===== src/rtl/bkpt_pkg.sv =====
package bkpt_pkg;

  typedef enum logic {ST_IDLE = 1'b0, ST_CYC = 1'b1} seq_state_t;
  typedef enum logic {SRC_SW = 1'b0, SRC_HW = 1'b1} bp_src_t;

  localparam logic [2:0] FC_CPU_SPACE = 3'b111;
  localparam logic [3:0] ACK_TYPE     = 4'b0000;
  localparam logic [2:0] HW_BP_NUM    = 3'b111;

endpackage


===== src/rtl/bkpt_tag_fifo.sv =====
module bkpt_tag_fifo #(
  parameter int DEPTH = 4
) (
  input  logic clk,
  input  logic rst,
  input  logic fetch_i,
  input  logic bkpt_pin_i,
  input  logic retire_i,
  input  logic flush_i,
  output logic fire_o
);
  localparam int PW = (DEPTH > 1) ? $clog2(DEPTH) : 1;
  localparam int CW = $clog2(DEPTH + 1);

  logic [DEPTH-1:0] tag_q;
  logic [PW-1:0]    wr_q, rd_q;
  logic [CW-1:0]    cnt_q, after_pop;
  logic             pop, push;

  function automatic logic [PW-1:0] step_ptr(input logic [PW-1:0] p);
    return (p == PW'(DEPTH - 1)) ? '0 : p + 1'b1;
  endfunction

  assign pop       = retire_i && (cnt_q != '0);
  assign after_pop = cnt_q - CW'(pop);
  assign push      = fetch_i && !flush_i && (after_pop < CW'(DEPTH));
  assign fire_o    = pop && tag_q[rd_q];

  always_ff @(posedge clk) begin
    if (rst) begin
      tag_q <= '0;
      wr_q  <= '0;
      rd_q  <= '0;
      cnt_q <= '0;
    end else if (flush_i) begin
      wr_q  <= '0;
      rd_q  <= '0;
      cnt_q <= '0;
    end else begin
      if (push) begin
        tag_q[wr_q] <= bkpt_pin_i;
        wr_q        <= step_ptr(wr_q);
      end
      if (pop) rd_q <= step_ptr(rd_q);
      cnt_q <= after_pop + CW'(push);
    end
  end

  // after a flush, nothing is left to retire with a tag
  p_flush_drops_r9: assert property (@(posedge clk) disable iff (rst)
    flush_i |=> !fire_o);

  // occupancy never exceeds the pipeline depth
  p_depth_bound_r8: assert property (@(posedge clk) disable iff (rst)
    cnt_q <= CW'(DEPTH));

endmodule


===== src/rtl/bkpt_bus_seq.sv =====
module bkpt_bus_seq
  import bkpt_pkg::*;
#(
  parameter int NARROW_PORT = 0,
  parameter int DW          = 16,
  parameter int TMO_W       = 8,
  parameter int ADDR_W      = 24,
  parameter int ILL_VEC     = 4,
  parameter int HW_VEC      = 12
) (
  input  logic              clk,
  input  logic              rst,
  input  logic              hw_req_i,
  input  logic              sw_req_i,
  input  logic [2:0]        sw_num_i,
  input  logic [TMO_W-1:0]  tmo_limit_i,
  input  logic              dsack_i,
  input  logic              berr_i,
  input  logic [DW-1:0]     data_i,
  output logic              as_o,
  output logic [2:0]        fc_o,
  output logic [ADDR_W-1:0] addr_o,
  output logic              insert_valid_o,
  output logic [15:0]       insert_word_o,
  output logic              exc_valid_o,
  output logic [7:0]        exc_vec_o,
  output logic              resume_o
);
  seq_state_t       st_q;
  bp_src_t          src_q;
  logic             hw_pend_q, sw_pend_q;
  logic [2:0]       sw_num_q;
  logic [TMO_W-1:0] tmo_cnt_q;

  logic        in_cyc, timed_out, err_end, ack_take, byte_take, ack_end, launch;
  logic        first_half;
  logic [15:0] word_now;

  function automatic logic [ADDR_W-1:0] ack_addr(input logic hw, input logic [2:0] num);
    logic [ADDR_W-1:0] a;
    a        = '0;
    a[19:16] = ACK_TYPE;
    a[4:2]   = hw ? HW_BP_NUM : num;
    a[1]     = hw;
    return a;
  endfunction

  assign in_cyc    = (st_q == ST_CYC);
  assign timed_out = (tmo_limit_i != '0) && (tmo_cnt_q == tmo_limit_i - 1'b1);
  assign err_end   = in_cyc && (berr_i || timed_out);
  assign ack_take  = in_cyc && !err_end && dsack_i;
  assign byte_take = ack_take && (src_q == SRC_SW) && first_half;
  assign ack_end   = ack_take && !byte_take;
  assign launch    = !in_cyc && (hw_pend_q || sw_pend_q);

  generate
    if (NARROW_PORT != 0) begin : g_narrow
      logic       half_q;
      logic [7:0] hi_q;
      always_ff @(posedge clk) begin
        if (rst) begin
          half_q <= 1'b0;
          hi_q   <= '0;
        end else if (byte_take) begin
          half_q <= 1'b1;
          hi_q   <= data_i[7:0];
        end else if (err_end || ack_end) begin
          half_q <= 1'b0;
        end
      end
      assign first_half = !half_q;
      assign word_now   = {hi_q, data_i[7:0]};
    end else begin : g_wide
      assign first_half = 1'b0;
      assign word_now   = data_i[15:0];
    end
  endgenerate

  always_ff @(posedge clk) begin
    if (rst) begin
      st_q           <= ST_IDLE;
      src_q          <= SRC_SW;
      hw_pend_q      <= 1'b0;
      sw_pend_q      <= 1'b0;
      sw_num_q       <= '0;
      tmo_cnt_q      <= '0;
      as_o           <= 1'b0;
      fc_o           <= '0;
      addr_o         <= '0;
      insert_valid_o <= 1'b0;
      insert_word_o  <= '0;
      exc_valid_o    <= 1'b0;
      exc_vec_o      <= '0;
      resume_o       <= 1'b0;
    end else begin
      insert_valid_o <= 1'b0;
      exc_valid_o    <= 1'b0;
      resume_o       <= 1'b0;
      if (launch) begin
        st_q      <= ST_CYC;
        src_q     <= hw_pend_q ? SRC_HW : SRC_SW;
        as_o      <= 1'b1;
        fc_o      <= FC_CPU_SPACE;
        addr_o    <= ack_addr(hw_pend_q, sw_num_q);
        tmo_cnt_q <= '0;
        if (hw_pend_q) hw_pend_q <= 1'b0;
        else           sw_pend_q <= 1'b0;
      end else if (err_end) begin
        st_q        <= ST_IDLE;
        as_o        <= 1'b0;
        fc_o        <= '0;
        addr_o      <= '0;
        exc_valid_o <= 1'b1;
        exc_vec_o   <= (src_q == SRC_HW) ? 8'(HW_VEC) : 8'(ILL_VEC);
      end else if (byte_take) begin
        addr_o[0] <= 1'b1;
        tmo_cnt_q <= '0;
      end else if (ack_end) begin
        st_q   <= ST_IDLE;
        as_o   <= 1'b0;
        fc_o   <= '0;
        addr_o <= '0;
        if (src_q == SRC_HW) begin
          resume_o <= 1'b1;
        end else begin
          insert_valid_o <= 1'b1;
          insert_word_o  <= word_now;
        end
      end else if (in_cyc) begin
        tmo_cnt_q <= tmo_cnt_q + 1'b1;
      end
      if (hw_req_i) hw_pend_q <= 1'b1;
      if (sw_req_i && !sw_pend_q) begin
        sw_pend_q <= 1'b1;
        sw_num_q  <= sw_num_i;
      end
    end
  end

  // address and function code are released between cycles
  p_quiet_idle_r1: assert property (@(posedge clk) disable iff (rst)
    !as_o |-> (addr_o == '0) && (fc_o == '0));

  // the function code stays in CPU space while the cycle runs
  p_cpu_space_r2: assert property (@(posedge clk) disable iff (rst)
    as_o |-> fc_o == FC_CPU_SPACE);

  // a software address carries the acknowledge type and bit 1 clear
  p_sw_addr_r2: assert property (@(posedge clk) disable iff (rst)
    (as_o && src_q == SRC_SW) |-> (addr_o[1] == 1'b0) && (addr_o[19:16] == ACK_TYPE));

  // the hardware address is fixed
  p_hw_addr_r3: assert property (@(posedge clk) disable iff (rst)
    (as_o && src_q == SRC_HW) |-> addr_o == ADDR_W'('h1E));

  // at most one outcome is signalled per cycle
  p_one_outcome_r4: assert property (@(posedge clk) disable iff (rst)
    $onehot0({insert_valid_o, exc_valid_o, resume_o}));

  // a bus error seen during a cycle always produces an exception
  p_berr_wins_r10: assert property (@(posedge clk) disable iff (rst)
    (as_o && berr_i) |=> exc_valid_o && !insert_valid_o && !resume_o);

  // silence up to the limit ends the cycle with an exception
  p_timeout_r11: assert property (@(posedge clk) disable iff (rst)
    (as_o && tmo_limit_i != '0 && tmo_cnt_q == tmo_limit_i - 1'b1) |=> exc_valid_o && !as_o);

endmodule


===== src/rtl/bkpt_ack_seq.sv =====
module bkpt_ack_seq #(
  parameter int NARROW_PORT = 0,
  parameter int TAG_DEPTH   = 4,
  parameter int TMO_W       = 8,
  parameter int ADDR_W      = 24,
  parameter int ILL_VEC     = 4,
  parameter int HW_VEC      = 12,
  localparam int DATA_W     = (NARROW_PORT != 0) ? 8 : 16
) (
  input  logic              clk,
  input  logic              rst,
  input  logic              sw_bkpt_i,
  input  logic [2:0]        sw_num_i,
  input  logic              bkpt_pin_i,
  input  logic              fetch_i,
  input  logic              retire_i,
  input  logic              flush_i,
  input  logic [TMO_W-1:0]  tmo_limit_i,
  input  logic              dsack_i,
  input  logic              berr_i,
  input  logic [DATA_W-1:0] data_i,
  output logic              as_o,
  output logic [2:0]        fc_o,
  output logic [ADDR_W-1:0] addr_o,
  output logic              insert_valid_o,
  output logic [15:0]       insert_word_o,
  output logic              exc_valid_o,
  output logic [7:0]        exc_vec_o,
  output logic              resume_o
);
  logic hw_fire;

  bkpt_tag_fifo #(.DEPTH(TAG_DEPTH)) u_tags (
    .clk        (clk),
    .rst        (rst),
    .fetch_i    (fetch_i),
    .bkpt_pin_i (bkpt_pin_i),
    .retire_i   (retire_i),
    .flush_i    (flush_i),
    .fire_o     (hw_fire)
  );

  bkpt_bus_seq #(
    .NARROW_PORT (NARROW_PORT),
    .DW          (DATA_W),
    .TMO_W       (TMO_W),
    .ADDR_W      (ADDR_W),
    .ILL_VEC     (ILL_VEC),
    .HW_VEC      (HW_VEC)
  ) u_seq (
    .clk            (clk),
    .rst            (rst),
    .hw_req_i       (hw_fire),
    .sw_req_i       (sw_bkpt_i),
    .sw_num_i       (sw_num_i),
    .tmo_limit_i    (tmo_limit_i),
    .dsack_i        (dsack_i),
    .berr_i         (berr_i),
    .data_i         (data_i),
    .as_o           (as_o),
    .fc_o           (fc_o),
    .addr_o         (addr_o),
    .insert_valid_o (insert_valid_o),
    .insert_word_o  (insert_word_o),
    .exc_valid_o    (exc_valid_o),
    .exc_vec_o      (exc_vec_o),
    .resume_o       (resume_o)
  );

endmodule


===== config.mk =====
export PLATFORM = sky130hd
export DESIGN_NAME = bkpt_ack_seq
export DESIGN_NICKNAME = d
export VERILOG_FILES = /design/src/rtl/bkpt_pkg.sv /design/src/rtl/bkpt_tag_fifo.sv /design/src/rtl/bkpt_bus_seq.sv /design/src/rtl/bkpt_ack_seq.sv
export SDC_FILE = /design/constraint.sdc
export NUM_CORES = 1
export LEC_CHECK = 0
export BUFFER_PORTS_ARGS = -buffer_cell sky130_fd_sc_hd__buf_2
export CORE_MARGIN = 2
export CORE_UTILIZATION = 50
export CTS_CLUSTER_DIAMETER = 120
export CTS_CLUSTER_SIZE = 16
export DETAILED_ROUTE_END_ITERATION = 10
export GPL_TIMING_DRIVEN = 0
export PLACE_DENSITY = 0.78
export SLEW_MARGIN = 20
export SYNTH_ARGS = -nofsm -noshare
export SYNTH_HDL_FRONTEND = slang
export SYNTH_SLANG_ARGS = --single-unit

===== constraint.sdc =====
create_clock -name clk -period 3.14 [get_ports clk]
set_input_delay 0 -clock clk [delete_from_list [all_inputs] [get_ports clk]]
set_output_delay 0 -clock clk [all_outputs]
set_load 0.05 [all_outputs]

Yosys cells after proc, flatten, opt, wreduce, memory -nomap -nowiden

Index checks and enable logic that the tools add are counted.

Flip-flop bits (word level): 60
Input bits: 36
Output and inout bits: 55
Logic and storage cells: 93

Add/subtract/negate cells: 6
Order comparisons: 4
Equality and inequality tests: 4
Muxes and demuxes: 27
Bitwise operators: 5
Reductions and logical operators: 30

Operator list:

| cell                                                        | count |
|---|---|
| two-way mux 5 bit                                           | 3 |
| two-way mux 1 bit                                           | 14 |
| two-way mux 3 bit                                           | 4 |
| logical AND 1 bit                                           | 11 |
| adder 8 x 1 -> 8 bit (second input constant)                | 1 |
| equality test 8 bit                                         | 1 |
| nonzero test 8 bit                                          | 1 |
| subtractor 8 x 1 -> 8 bit (second input constant)           | 1 |
| less-than comparator 2 x 3 -> 1 bit (second input constant) | 2 |
| AND reduction 2 bit                                         | 3 |
| nonzero test 3 bit                                          | 2 |
| NOT 1 bit                                                   | 5 |
| adder 2 x 1 -> 2 bit (second input constant)                | 2 |
| bitwise mux 4 bit                                           | 1 |
| equality test 2 bit (second input constant)                 | 2 |
| logical NOT 1 bit                                           | 4 |
| two-way mux 2 bit                                           | 2 |
| two-way mux 4 bit                                           | 1 |
| AND reduction 4 bit                                         | 1 |
| nonzero test 2 bit                                          | 2 |
| OR reduction 2 bit                                          | 2 |
| OR reduction 4 bit                                          | 1 |
| adder 3 x 1 -> 3 bit                                        | 1 |
| less-than comparator 3 bit (second input constant)          | 1 |
| other kinds (7)                                             | 8 |

Logic depth before layout (Yosys ltp)

Gate-level depths: netlist (run 1).

Depth after elaboration: 11
Gate-level depth with buffers: 12
Mapped depth without buffers: 11

Modules after synthesis

Synthesis (run 1) repeated with hierarchy kept, for this count alone.

Cell total of the unflattened synthesis: 326
Area, all modules: 2904.0 µm²

By module, submodules not included:

| module        | times used | cells each | area an instance (µm²) | sequential area each (µm²) |
|---|---|---|---|---|
| bkpt_bus_seq  | 1          | 260        | 2277.2                 | 800.8 |
| bkpt_tag_fifo | 1          | 66         | 626.9                  | 220.2 |

Worst setup path before layout (run 1)

Ideal clock, no wire load.

Kind: input -> register
From: input port tmo_limit_i[0]
To: register u_seq.insert_word_o[10]
Data arrival time: 2273 ps
Required time: 3012 ps
Slack: 739 ps
Stages: 12
Path buffers: 3
Cells stage by stage: clkbuf_2 -> inv_1 -> ha_1 -> clkbuf_2 -> xnor2_1 -> and4b_1 -> a41oi_1 -> nand2_1 -> a2111oi_4 -> buf_6 -> mux2i_1 -> nor2_1

Word-level cells in the longest chain between the ends: 9

Ends and longest elaborated chain:

| what                                   | RTL line            | source |
|---|---|---|
| start, declared                        | bkpt_ack_seq.sv:18  | `input logic [TMO_W-1:0] tmo_limit_i,` |
| subtractor 8 x 1 -> 8 bit              | bkpt_bus_seq.sv:49  | `assign timed_out = (tmo_limit_i != '0) && (tmo_cnt_q == tmo_limit_i - 1'b1);` |
| equality test 8 bit                    | bkpt_bus_seq.sv:49  |  |
| logical AND 1 bit *                    | bkpt_bus_seq.sv:49  |  |
| logical OR 1 bit *                     | bkpt_bus_seq.sv:50  | `assign err_end = in_cyc && (berr_i \|\| timed_out);` |
| logical AND 1 bit *                    | bkpt_bus_seq.sv:50  |  |
| logical NOT 1 bit                      | bkpt_bus_seq.sv:51  | `assign ack_take = in_cyc && !err_end && dsack_i;` |
| logical AND 1 bit (2 in series)        | bkpt_bus_seq.sv:51  |  |
| AND reduction 4 bit (no source line) * | -                   |  |
| end signal, assigned                   | bkpt_bus_seq.sv:127 | `insert_word_o <= word_now;` |
| end, declared                          | bkpt_bus_seq.sv:24  | `output logic [15:0] insert_word_o,` |

Mark *: on every way between the ends. The rest lies on a longest branch, timed or not.
A chain may end at the register's enable or synchronous reset.

Worst setup path in the final report (run 1)

From: register u_tags.cnt_q[0]
To: register u_tags.cnt_q[2]

Word-level cells in the longest chain between the ends: 6

Ends and longest elaborated chain:

| what                       | RTL line            | source |
|---|---|---|
| start, declared            | bkpt_tag_fifo.sv:17 | `logic [CW-1:0] cnt_q, after_pop;` |
| start signal, assigned     | bkpt_tag_fifo.sv:45 | `cnt_q <= after_pop + CW'(push);` |
| nonzero test 3 bit         | bkpt_tag_fifo.sv:24 | `assign pop = retire_i && (cnt_q != '0);` |
| logical AND 1 bit          | bkpt_tag_fifo.sv:24 |  |
| via u_tags.pop             | bkpt_tag_fifo.sv:18 | `logic pop, push;` |
| subtractor 3 x 1 -> 3 bit  | bkpt_tag_fifo.sv:25 | `assign after_pop = cnt_q - CW'(pop);` |
| less-than comparator 3 bit | bkpt_tag_fifo.sv:26 | `assign push = fetch_i && !flush_i && (after_pop < CW'(DEPTH));` |
| logical AND 1 bit          | bkpt_tag_fifo.sv:26 |  |
| via u_tags.push            | bkpt_tag_fifo.sv:18 |  |
| adder 3 x 1 -> 3 bit       | bkpt_tag_fifo.sv:45 |  |

The timed path passes the listed nets, and every way through them passes these cells.

==> run_results.csv, run 1 <==
group,metric,value,unit
run_status,status,"complete, no violations",
routing,ant_nets,0,
global_route,grt_max_degree,15,
finish,drive_gt1_frac,0.2600,
logic_synthesis,ys_top_cells_by_area,"dfxtp_1, mux2i_1, buf_4, nor2_1, ha_1",
routing,met3_length,278,um
logic_synthesis,synth_most_common_cell,"dfxtp_1",
clock_network,cts_resized,0,
pwr,p_seq_frac,0.475,
flow_run,max_cap_viol_count,0,
setup_path,slowest_delay,0.44,ns
logic_synthesis,netlist_area,2726,um^2
pwr,power_density,400.5,nW/um^2
routing,drt-initial-drc-count,74,
logic_synthesis,synth_area_leader_cell,"dfxtp_1",
clock_network,cts_tree,"built",
clock_network,htree_levels,2,
die,ios,91,
sta,rsz0062_at_grt,"false",
sta,slew_headroom,0.4750,
global_route,grt_pass1_vias,2232,
place,dp_hpwl,4.225,mm
die,core_area,5172,um^2
clock_network,clk_pin_slew,0.09,ns
setup_path,crit_path_start_kind,"flop",
sta,finalSetupTns,0,ns
clock_network,insertion_delay,0.29,ns
logic_synthesis,synthFlopType,"dfxtp_1",
logic_synthesis,synthArstFlopShare,0,
setup_path,r2r_slack,0.47,ns
routing,firstDrtPassIters,5,
clock_network,cts_buffer_depth,2,
sta,worst_pin_slew,0.7875,ns
setup_path,path_cells,"o31a_1 -> ha_1 -> ha_1 -> xnor2_1 -> nand2_1 -> nor2_1 -> ha_1 -> ha_1 -> inv_1 -> nand2_1 -> nor3b_1",
pwr,switching_share,0.2886,
setup_path,worstPathRequired,3.35,ns
setup_path,cp_common_cell,"ha_1",
sta,finClkSkew,0.008342,ns
sta,fmax,374.2,MHz
sta,slew_violations,0,
sta,hold_viol,0,
routing,drt_wl_total,5.938,mm
routing,vias,2386,
setup_path,arrival,2.89,ns
die,start_util,0.5271,
global_route,antenna_found_initial,0,
pwr,p_sw,408.1,uW
sta,setup_viol,0,
global_route,grt_pass1_wl,9.646,mm
routing,via_per_inst,4.801,
setup_path,critPathKind,"reg2reg",
routing,drt-met1-wl,2.428,mm
setup_path,crit_slowest_cell,"nor2_1",
die,die_h,77.84,um
routing,route.met2.wl,3.162,mm
finish,nNetsFinal,475,
finish,area_growth,29.51,%
setup_path,crit_fanout,9,
sta,min_period,2.673,ns
pwr,p_clk_frac,0.309,
die,std_cell_rows,26,
setup_path,crit_path_end_kind,"flop",
routing,wl_per_cell,11.95,um
setup_path,r2r_cells,11,
place,port_buffers,62,
pwr,power_frac_comb,0.216,
routing,routed.top_layer,"met4",
setup_path,crit_buf_inv,1,
pwr,power.leakage,1.592,nW
global_route,grt_usage,0.1940,
clock_network,root_buffer,"clkbuf_8",
finish,fill_cells,434,
logic_synthesis,synth_common_cells,"dfxtp_1, nor2_1, buf_4",
logic_synthesis,synth.distinct_cells,47,
die,dieArea,6059,um^2
sta,fin_crit_sh,0.8512,
clock_network,postCtsSetupBuffers,0,
logic_synthesis,yosys_warnings,0,
finish,final_util,0.6826,
logic_synthesis,avgSynthCellArea,8.738,um^2
setup_path,cp_top_family,"adder cells",
global_route,grt_overflow,0,
setup_path,cp.depth,11,
clock_network,cts_buffers,5,
pwr,total_power,1.414,mW
logic_synthesis,synth.yosys.seq_area_share,0.3745,
finish,n_antenna_cell,0,
logic_synthesis,synth_top_area_share,0.3745,
routing,route.detailed.drc,0,
logic_synthesis,synth_enable_flop_cells,0,
logic_synthesis,syn_inst,312,
logic_synthesis,ys_seq_elements,51,
min_path,whs_path_depth,2,
pwr,p_int,1.006,mW
die,die_w,77.84,um
min_path,hold_class,"in2reg",
pwr,peakVddDrop,307.8,uV
clock_network,clock-sinks,51,
place,place.gp.congestion,0.7937,
[repair_timing]
action,CTS,global route
endpoints found under the hold margin,24,0
setup endpoints to repair,0,0
hold buffers,21,0
[flip-flops by register name, summed over array words and instances (netlist names)]
signal and flops:
u_seq.addr_o 4, u_seq.exc_valid_o 1, u_seq.exc_vec_o 2, u_seq.fc_o 1, u_seq.hw_pend_q 1, u_seq.insert_valid_o 1
u_seq.insert_word_o 16, u_seq.resume_o 1, u_seq.src_q 1, u_seq.sw_num_q 3, u_seq.sw_pend_q 1, u_seq.tmo_cnt_q 8
u_tags.cnt_q 3, u_tags.rd_q 2, u_tags.tag_q 4, u_tags.wr_q 2
[cells in the final DEF (no fill, tap or decap), types with 2 or more instances in the layout]
master,instances
nor3_1,4
ha_1,12
nand2_1,18
clkbuf_2,2
nor2b_1,4
nand2b_1,5
a21oi_1,14
o21ai_0,4
conb_1,26
nand3_1,8
nor3b_1,2
dlygate4sd3_1,21
xnor2_1,12
a211oi_1,9
a2111oi_0,2
clkbuf_8,5
and2_1,2
buf_4,29
mux2i_1,23
inv_1,20
clkbuf_1,9
xor2_1,4
dfxtp_1,51
buf_1,3
o21bai_1,2
o32ai_1,3
buf_2,63
nor2_1,48
[final timing paths]
kind / startpoint / end
worst max register to register: u_tags.cnt_q[0] / u_tags.cnt_q[2]
worst max-delay path: u_tags.cnt_q[0] / u_tags.cnt_q[2]
worst min-delay path: dsack_i / u_seq.resume_o
worst min register to register: u_tags.tag_q[1] / u_tags.tag_q[1]
[through the flow]
| stage | setup WS [ns] | hold WS, ns | cell area [um^2] | instances |
|---|---|---|---|---|
| 4_1_cts | 0.4395 | 0.03430 | 3531 | 497 |
| 6_report | 0.4673 | 0.03838 | 3531 | 497 |
| 2_1_floorplan | 0.7393 | 0.1468 | 2820 | 337 |
| 5_1_grt | 0.1861 | 0.03846 | 3531 | 497 |
| 3_5_place_dp | 0.3751 | 0.2461 | 3218 | 469 |
| 3_3_place_gp | 0.4192 | 0.2331 | 3218 | 469 |
[cell families (layout without fill, tap and decap cells)]
group           after synthesis  in the layout  synth area share
compound gates               41             41            0.1065
other cells                   1             26          0.001375
mux                          25             25           0.09683
simple gates                101            101            0.1762
flops                        51             51            0.3745
buf+inv                      64            154            0.1322
xor+xnor                     17             17           0.05737
fa+ha+maj                    12             12           0.05507
[worst register-to-register path: stages, from the launching register on]
cell and delay, ns:
dfxtp_1 0.32, o31a_1 0.36, ha_1 0.23, ha_1 0.20, xnor2_1 0.23, nand2_1 0.17
nor2_1 0.44, ha_1 0.25, ha_1 0.14, inv_1 0.05, nand2_1 0.04, nor3b_1 0.16
[power by group through the flow]
| stage | combinational, mW | sequential, mW | clock (mW) |
|---|---|---|---|
| 2_1_floorplan | 0.203 | 0.708 | 0 |
| 5_1_grt | 0.329 | 0.674 | 0.471 |
| 6_report | 0.306 | 0.672 | 0.436 |
| 4_1_cts | 0.303 | 0.672 | 0.445 |
| 3_3_place_gp | 0.277 | 0.686 | 0 |
| 3_5_place_dp | 0.282 | 0.687 | 0 |
[layer usage]
layer,up-vias,track usage
met5,-,0
met1,1098,0.2225
li1,1214,-
met4,0,0.04464
met3,8,0.03605
met2,66,0.3681
[layout make-up]
type,count,area [um^2],area share
Timing Repair Buffer,83,520.5,0.1474
Buffer,44,285.3,0.08079
Sequential cell,51,1021,0.2892
Tap cell,70,87.58,0.02481
Inverter,20,75.07,0.02126
Clock buffer,6,72.57,0.02055
Clock inverter,1,30.03,0.008505
Multi-Input combinational cell,222,1439,0.4075
No activity file was read; power rests on OpenSTA's default activity.
==> run 2, diff against run 1 <==
CAP_MARGIN = 10   (was unset)
CORE_ASPECT_RATIO = 1.4   (was unset)
==> run_results.csv, run 2 (synthesis gave the netlist of run 1 again) <==
group,metric,value,unit
finish,layout_commonest_cell,"buf_2",
sta,fmax,369.6,MHz
global_route,grt_usage,0.1978,
finish,fill_cells,436,
global_route,grt_max_degree,15,
pwr,switching_share,0.2883,
place,place.gp.congestion,0.8151,
die,die_h,91.37,um
min_path,whs_path_depth,2,
die,std_cell_rows,31,
clock_network,root_buffer,"clkbuf_8",
finish,multiInputGateArea,1439,um^2
setup_path,slowest_delay,0.46,ns
min_path,hold_class,"in2reg",
sta,slew_headroom,0.4699,
routing,firstDrtPassIters,4,
place,dp_hpwl,4.262,mm
pwr,p_int,1.006,mW
finish,drive_gt1_frac,0.2600,
clock_network,cts_buffer_depth,2,
finish,largest_reg_flops,16,
routing,ant_nets,0,
global_route,grt_pass1_vias,2216,
sta,fin_crit_sh,0.8617,
global_route,grt_pass1_wl,9.508,mm
finish,reg_top3,"u_seq.insert_word_o (16), u_seq.tmo_cnt_q (8)",
finish,regMostFlops,"u_seq.insert_word_o",
sta,worst_pin_slew,0.7951,ns
routing,route.detailed.drc,0,
setup_path,cp_common_cell,"ha_1",
sta,finClkSkew,0.003695,ns
finish,area_growth,29.33,%
setup_path,arrival,2.94,ns
global_route,antenna_found_initial,0,
finish,nNetsFinal,475,
setup_path,path_cells,"o31a_1 -> ha_1 -> ha_1 -> xnor2_1 -> nand2_1 -> nor2_1 -> ha_1 -> ha_1 -> inv_1 -> nand2_1 -> nor3b_1",
routing,drt-initial-drc-count,67,
die,core_area,5236,um^2
finish,regArea,1021,um^2
routing,drt_wl_total,5.927,mm
flow_run,max_cap_viol_count,0,
clock_network,clock-sinks,51,
die,start_util,0.5207,
place,post_dp_cell_area,3213,um^2
clock_network,insertion_delay,0.30,ns
routing,via_per_inst,4.753,
sta,slew_violations,0,
place,port_buffers,62,
routing,wl_per_cell,12.02,um
setup_path,crit_path_end_kind,"flop",
global_route,grt_overflow,0,
clock_network,cts_buffers,5,
finish,fin_cells,493,
clock_network,postCtsSetupBuffers,0,
pwr,p_clk_frac,0.308,
clock_network,cts_tree,"built",
place,dp.cells,465,
die,ios,91,
pwr,p_seq_frac,0.476,
sta,hold_viol,0,
pwr,p_sw,407.4,uW
pwr,power_density,400.8,nW/um^2
setup_path,critPathKind,"reg2reg",
setup_path,worstPathRequired,3.37,ns
routing,vias,2343,
pwr,power.leakage,1.592,nW
run_status,status,"complete, no violations",
setup_path,crit_path_start_kind,"flop",
pwr,power_frac_comb,0.216,
finish,n_antenna_cell,0,
sta,min_period,2.706,ns
die,dieArea,6068,um^2
pwr,peakVddDrop,330.1,uV
finish,final_cell_mix,"buf_2, dfxtp_1, nor2_1",
die,die_w,66.41,um
setup_path,r2r_cells,11,
clock_network,clk_pin_slew,0.08,ns
sta,setup_viol,0,
sta,finalSetupTns,0,ns
finish,final_cell_area,3526,um^2
setup_path,crit_fanout,9,
setup_path,crit_slowest_cell,"nor2_1",
clock_network,htree_levels,2,
sta,rsz0062_at_grt,"false",
sta,whs,0.01380,ns
[run 2: stage by stage]
step | total power, mW | util | setup WS, ns
6_report | 1.413 | 0.6734 | 0.4342
5_1_grt | 1.472 | 0.6734 | 0.1865
4_1_cts | 1.421 | 0.6734 | 0.4583
3_5_place_dp | 0.9697 | 0.6136 | 0.3340
3_3_place_gp | 0.9634 | 0.6136 | 0.4158
2_1_floorplan | 0.9106 | - | 0.7393
[run 2: worst max-delay path, delay by kind of cell, from the launching register on]
family | cells | cell delay [ns]
adders and majority gates | 4 | 0.84
DFF | 1 | 0.32
AOI/OAI and AO/OA | 1 | 0.37
buffers and inverters | 1 | 0.05
xor gates and xnor gates | 1 | 0.25
and+or+nand+nor | 4 | 0.82
[run 2: timing repair]
| action | CTS | global route |
|---|---|---|
| gates resized for setup | 0 | 0 |
| endpoints found under the hold margin | 24 | 0 |
| hold buffers | 21 | 0 |
[run 2: power groups by stage]
stage          Clock (mW)  Sequential (mW)  Combinational, mW
2_1_floorplan           0            0.708              0.203
3_3_place_gp            0            0.687              0.277
3_5_place_dp            0            0.687              0.282
4_1_cts             0.446            0.672              0.303
5_1_grt             0.469            0.674              0.329
6_report            0.436            0.672              0.305
[run 2: metal layers]
metal | vias to the layer above | global-route usage | wire length, um
met4 | 0 | 0.09014 | 160
met5 | - | 0 | 0
met1 | 1056 | 0.2064 | 2411
met3 | 15 | 0.03222 | 216
li1 | 1209 | - | -
met2 | 63 | 0.3700 | 3139
[run 2: cell type report]
type | count | share of cell area
plain buffers | 44 | 0.08091
clock buffers | 6 | 0.02058
clock inverters | 1 | 0.008517
inverters | 20 | 0.02129
multi-input cells | 222 | 0.4081
flip-flops and latches | 51 | 0.2896
well taps | 66 | 0.02342
repair buffers | 83 | 0.1476
[run 2: worst paths after layout]
| kind | startpoint | endpoint | slack [ns] |
|---|---|---|---|
| worst max register to register | u_tags.cnt_q[0] | u_tags.cnt_q[2] | 0.43 |
| worst min register to register | u_seq.exc_vec_o[2] | u_seq.exc_vec_o[2] | 0.45 |
| worst min-delay path | dsack_i | u_seq.resume_o | 0.01 |
| worst max-delay path | u_tags.cnt_q[0] | u_tags.cnt_q[2] | 0.43 |
==> run 3, diff against run 2 <==
BUFFER_PORTS_ARGS = -buffer_cell sky130_fd_sc_hd__buf_4   (was -buffer_cell sky130_fd_sc_hd__buf_2)
==> run_results.csv, run 3 (synthesis gave the netlist of run 1 again) <==
group,metric,value,unit
run_status,status,"complete, no violations",
setup_path,cp.depth,8,
die,die_w,66.41,um
finish,final_util,0.7020,
routing,via_per_inst,4.794,
setup_path,cp_top_family,"compound AO/OA/AOI/OAI gates",
die,std_cell_rows,31,
die,die_h,91.37,um
routing,vias,2368,
global_route,grt_pass1_wl,9.673,mm
finish,n_antenna_cell,0,
routing,firstDrtPassIters,4,
routing,wl_per_cell,12.05,um
setup_path,crit_path_start_kind,"flop",
finish,area_growth,34.83,%
setup_path,worstPathRequired,3.32,ns
clock_network,clock-sinks,51,
clock_network,clk_pin_slew,0.09,ns
setup_path,slowest_delay,0.77,ns
clock_network,htree_levels,2,
routing,ant_nets,0,
setup_path,crit_path_start,"u_seq.tmo_cnt_q[7]",
setup_path,arrival,2.85,ns
sta,min_period,2.676,ns
sta,fmax,373.7,MHz
global_route,grt_max_degree,15,
die,start_util,0.5207,
pwr,power.leakage,1.619,nW
sta,rsz0062_at_grt,"false",
clock_network,root_buffer,"clkbuf_8",
finish,reg_top3,"u_seq.insert_word_o (16), u_seq.tmo_cnt_q (8)",
finish,drive_gt1_frac,0.2617,
finish,layout_commonest_cell,"buf_4",
routing,routed.top_layer,"met4",
sta,setup_viol,0,
sta,hold_viol,0,
min_path,hold_class,"in2reg",
clock_network,cts_tree,"built",
finish,regMostFlops,"u_seq.insert_word_o",
sta,slew_violations,0,
pwr,power_density,373.3,nW/um^2
min_path,hp-start,"flush_i",
clock_network,cts_buffers,5,
setup_path,critPathKind,"reg2reg",
setup_path,path_cells,"xnor2_1 -> and4b_1 -> a41oi_1 -> nand2_1 -> a2111oi_4 -> buf_6 -> mux2i_1 -> nor2_1",
global_route,grt_usage,0.2012,
setup_path,r2r_slack,0.46,ns
place,place.gp.congestion,0.8152,
setup_path,crit_path_end_kind,"flop",
routing,drt-initial-drc-count,40,
routing,drt-met1-wl,2.319,mm
sta,slew_headroom,0.4770,
setup_path,crit_fanout,10,
clock_network,cts_buffer_depth,2,
place,dp_hpwl,4.230,mm
finish,largest_reg_flops,16,
sta,finClkSkew,0.006575,ns
flow_run,max_cap_viol_count,0,
clock_network,postCtsSetupBuffers,0,
clock_network,cts_resized,0,
finish,final_cell_mix,"buf_4, dfxtp_1, nor2_1",
clock_network,insertion_delay,0.30,ns
die,dieArea,6068,um^2
setup_path,r2r_end,"u_seq.insert_word_o[12]",
setup_path,crit_slowest_cell,"a2111oi_4",
setup_path,r2r_cells,8,
routing,drt_wl_total,5.955,mm
sta,finalSetupTns,0,ns
finish,nNetsFinal,476,
global_route,grt_overflow,0,
pwr,peakVddDrop,320.8,uV
global_route,grt_pass1_vias,2199,
die,core_area,5236,um^2
sta,worst_pin_slew,0.7845,ns
setup_path,crit_buf_inv,1,
die,ios,91,
setup_path,endpoint,"u_seq.insert_word_o[12]",
routing,route.detailed.drc,0,
routing,met3_length,247,um
setup_path,rr_startpoint,"u_seq.tmo_cnt_q[7]",
sta,fin_crit_sh,0.8521,
global_route,antenna_found_initial,0,
place,port_buffers,62,
routing,route.met2.wl,3.299,mm
[run 3: area by class of cell]
type,instances,area (um^2)
buffer,44,285.3
fill,447,1560
clock inverter,1,5.005
inverter,20,75.07
sequential,51,1021
clock buffer,6,82.58
multi-input combinational,222,1439
tap,66,82.58
timing repair buffer,84,685.7
[run 3: worst min-delay path by stage]
stage | end | slack, ns | depth (start not counted)
after floorplan | u_seq.sw_num_q[0] | 0.15 | 2
after global placement | u_seq.sw_num_q[1] | 0.23 | 3
after detailed placement | u_seq.insert_word_o[0] | 0.24 | 3
after CTS | u_seq.resume_o | 0.1 | 3
after global routing | u_seq.resume_o | 0.10 | 3
final | u_tags.tag_q[1] | 0.10 | 4
[run 3: tightest hold or removal path: cells and delay by family]
family,cells,cell delay [ns]
simple gates,2,0.22
buf+inv,1,0.08
compound gates,1,0.05
[run 3: power breakdown]
| group | total [mW] | leakage, nW | switching (mW) | internal, mW |
|---|---|---|---|---|
| logic | 0.322 | 1.16 | 0.194 | 0.128 |
| clock network | 0.377 | 0.0470 | 0.204 | 0.173 |
| registers | 0.673 | 0.413 | 0.0117 | 0.661 |
[run 3: what timing repair did]
action                                  CTS  global route
endpoints found under the setup margin    0             0
hold buffers                             22             0
hold endpoints to repair                 25             0
[run 3: per-layer routing]
metal,vias up,global-route usage
li1,1214,-
met1,1092,0.2176
met2,53,0.3792
met3,9,0.03346
met4,0,0.06803
met5,-,0
[run 3: through the flow]
stage	hold slack [ns]	power (mW)	setup WS, ns	cells	instance area [um^2]
global route	0.1010	1.434	0.1934	494	3676
floorplan	0.1468	0.9106	0.7393	337	2820
detailed placement	0.2425	0.9849	0.3391	465	3368
finish	0.1008	1.372	0.4643	494	3676
CTS	0.09628	1.378	0.4595	494	3676
global placement	0.2333	0.9810	0.4189	465	3368
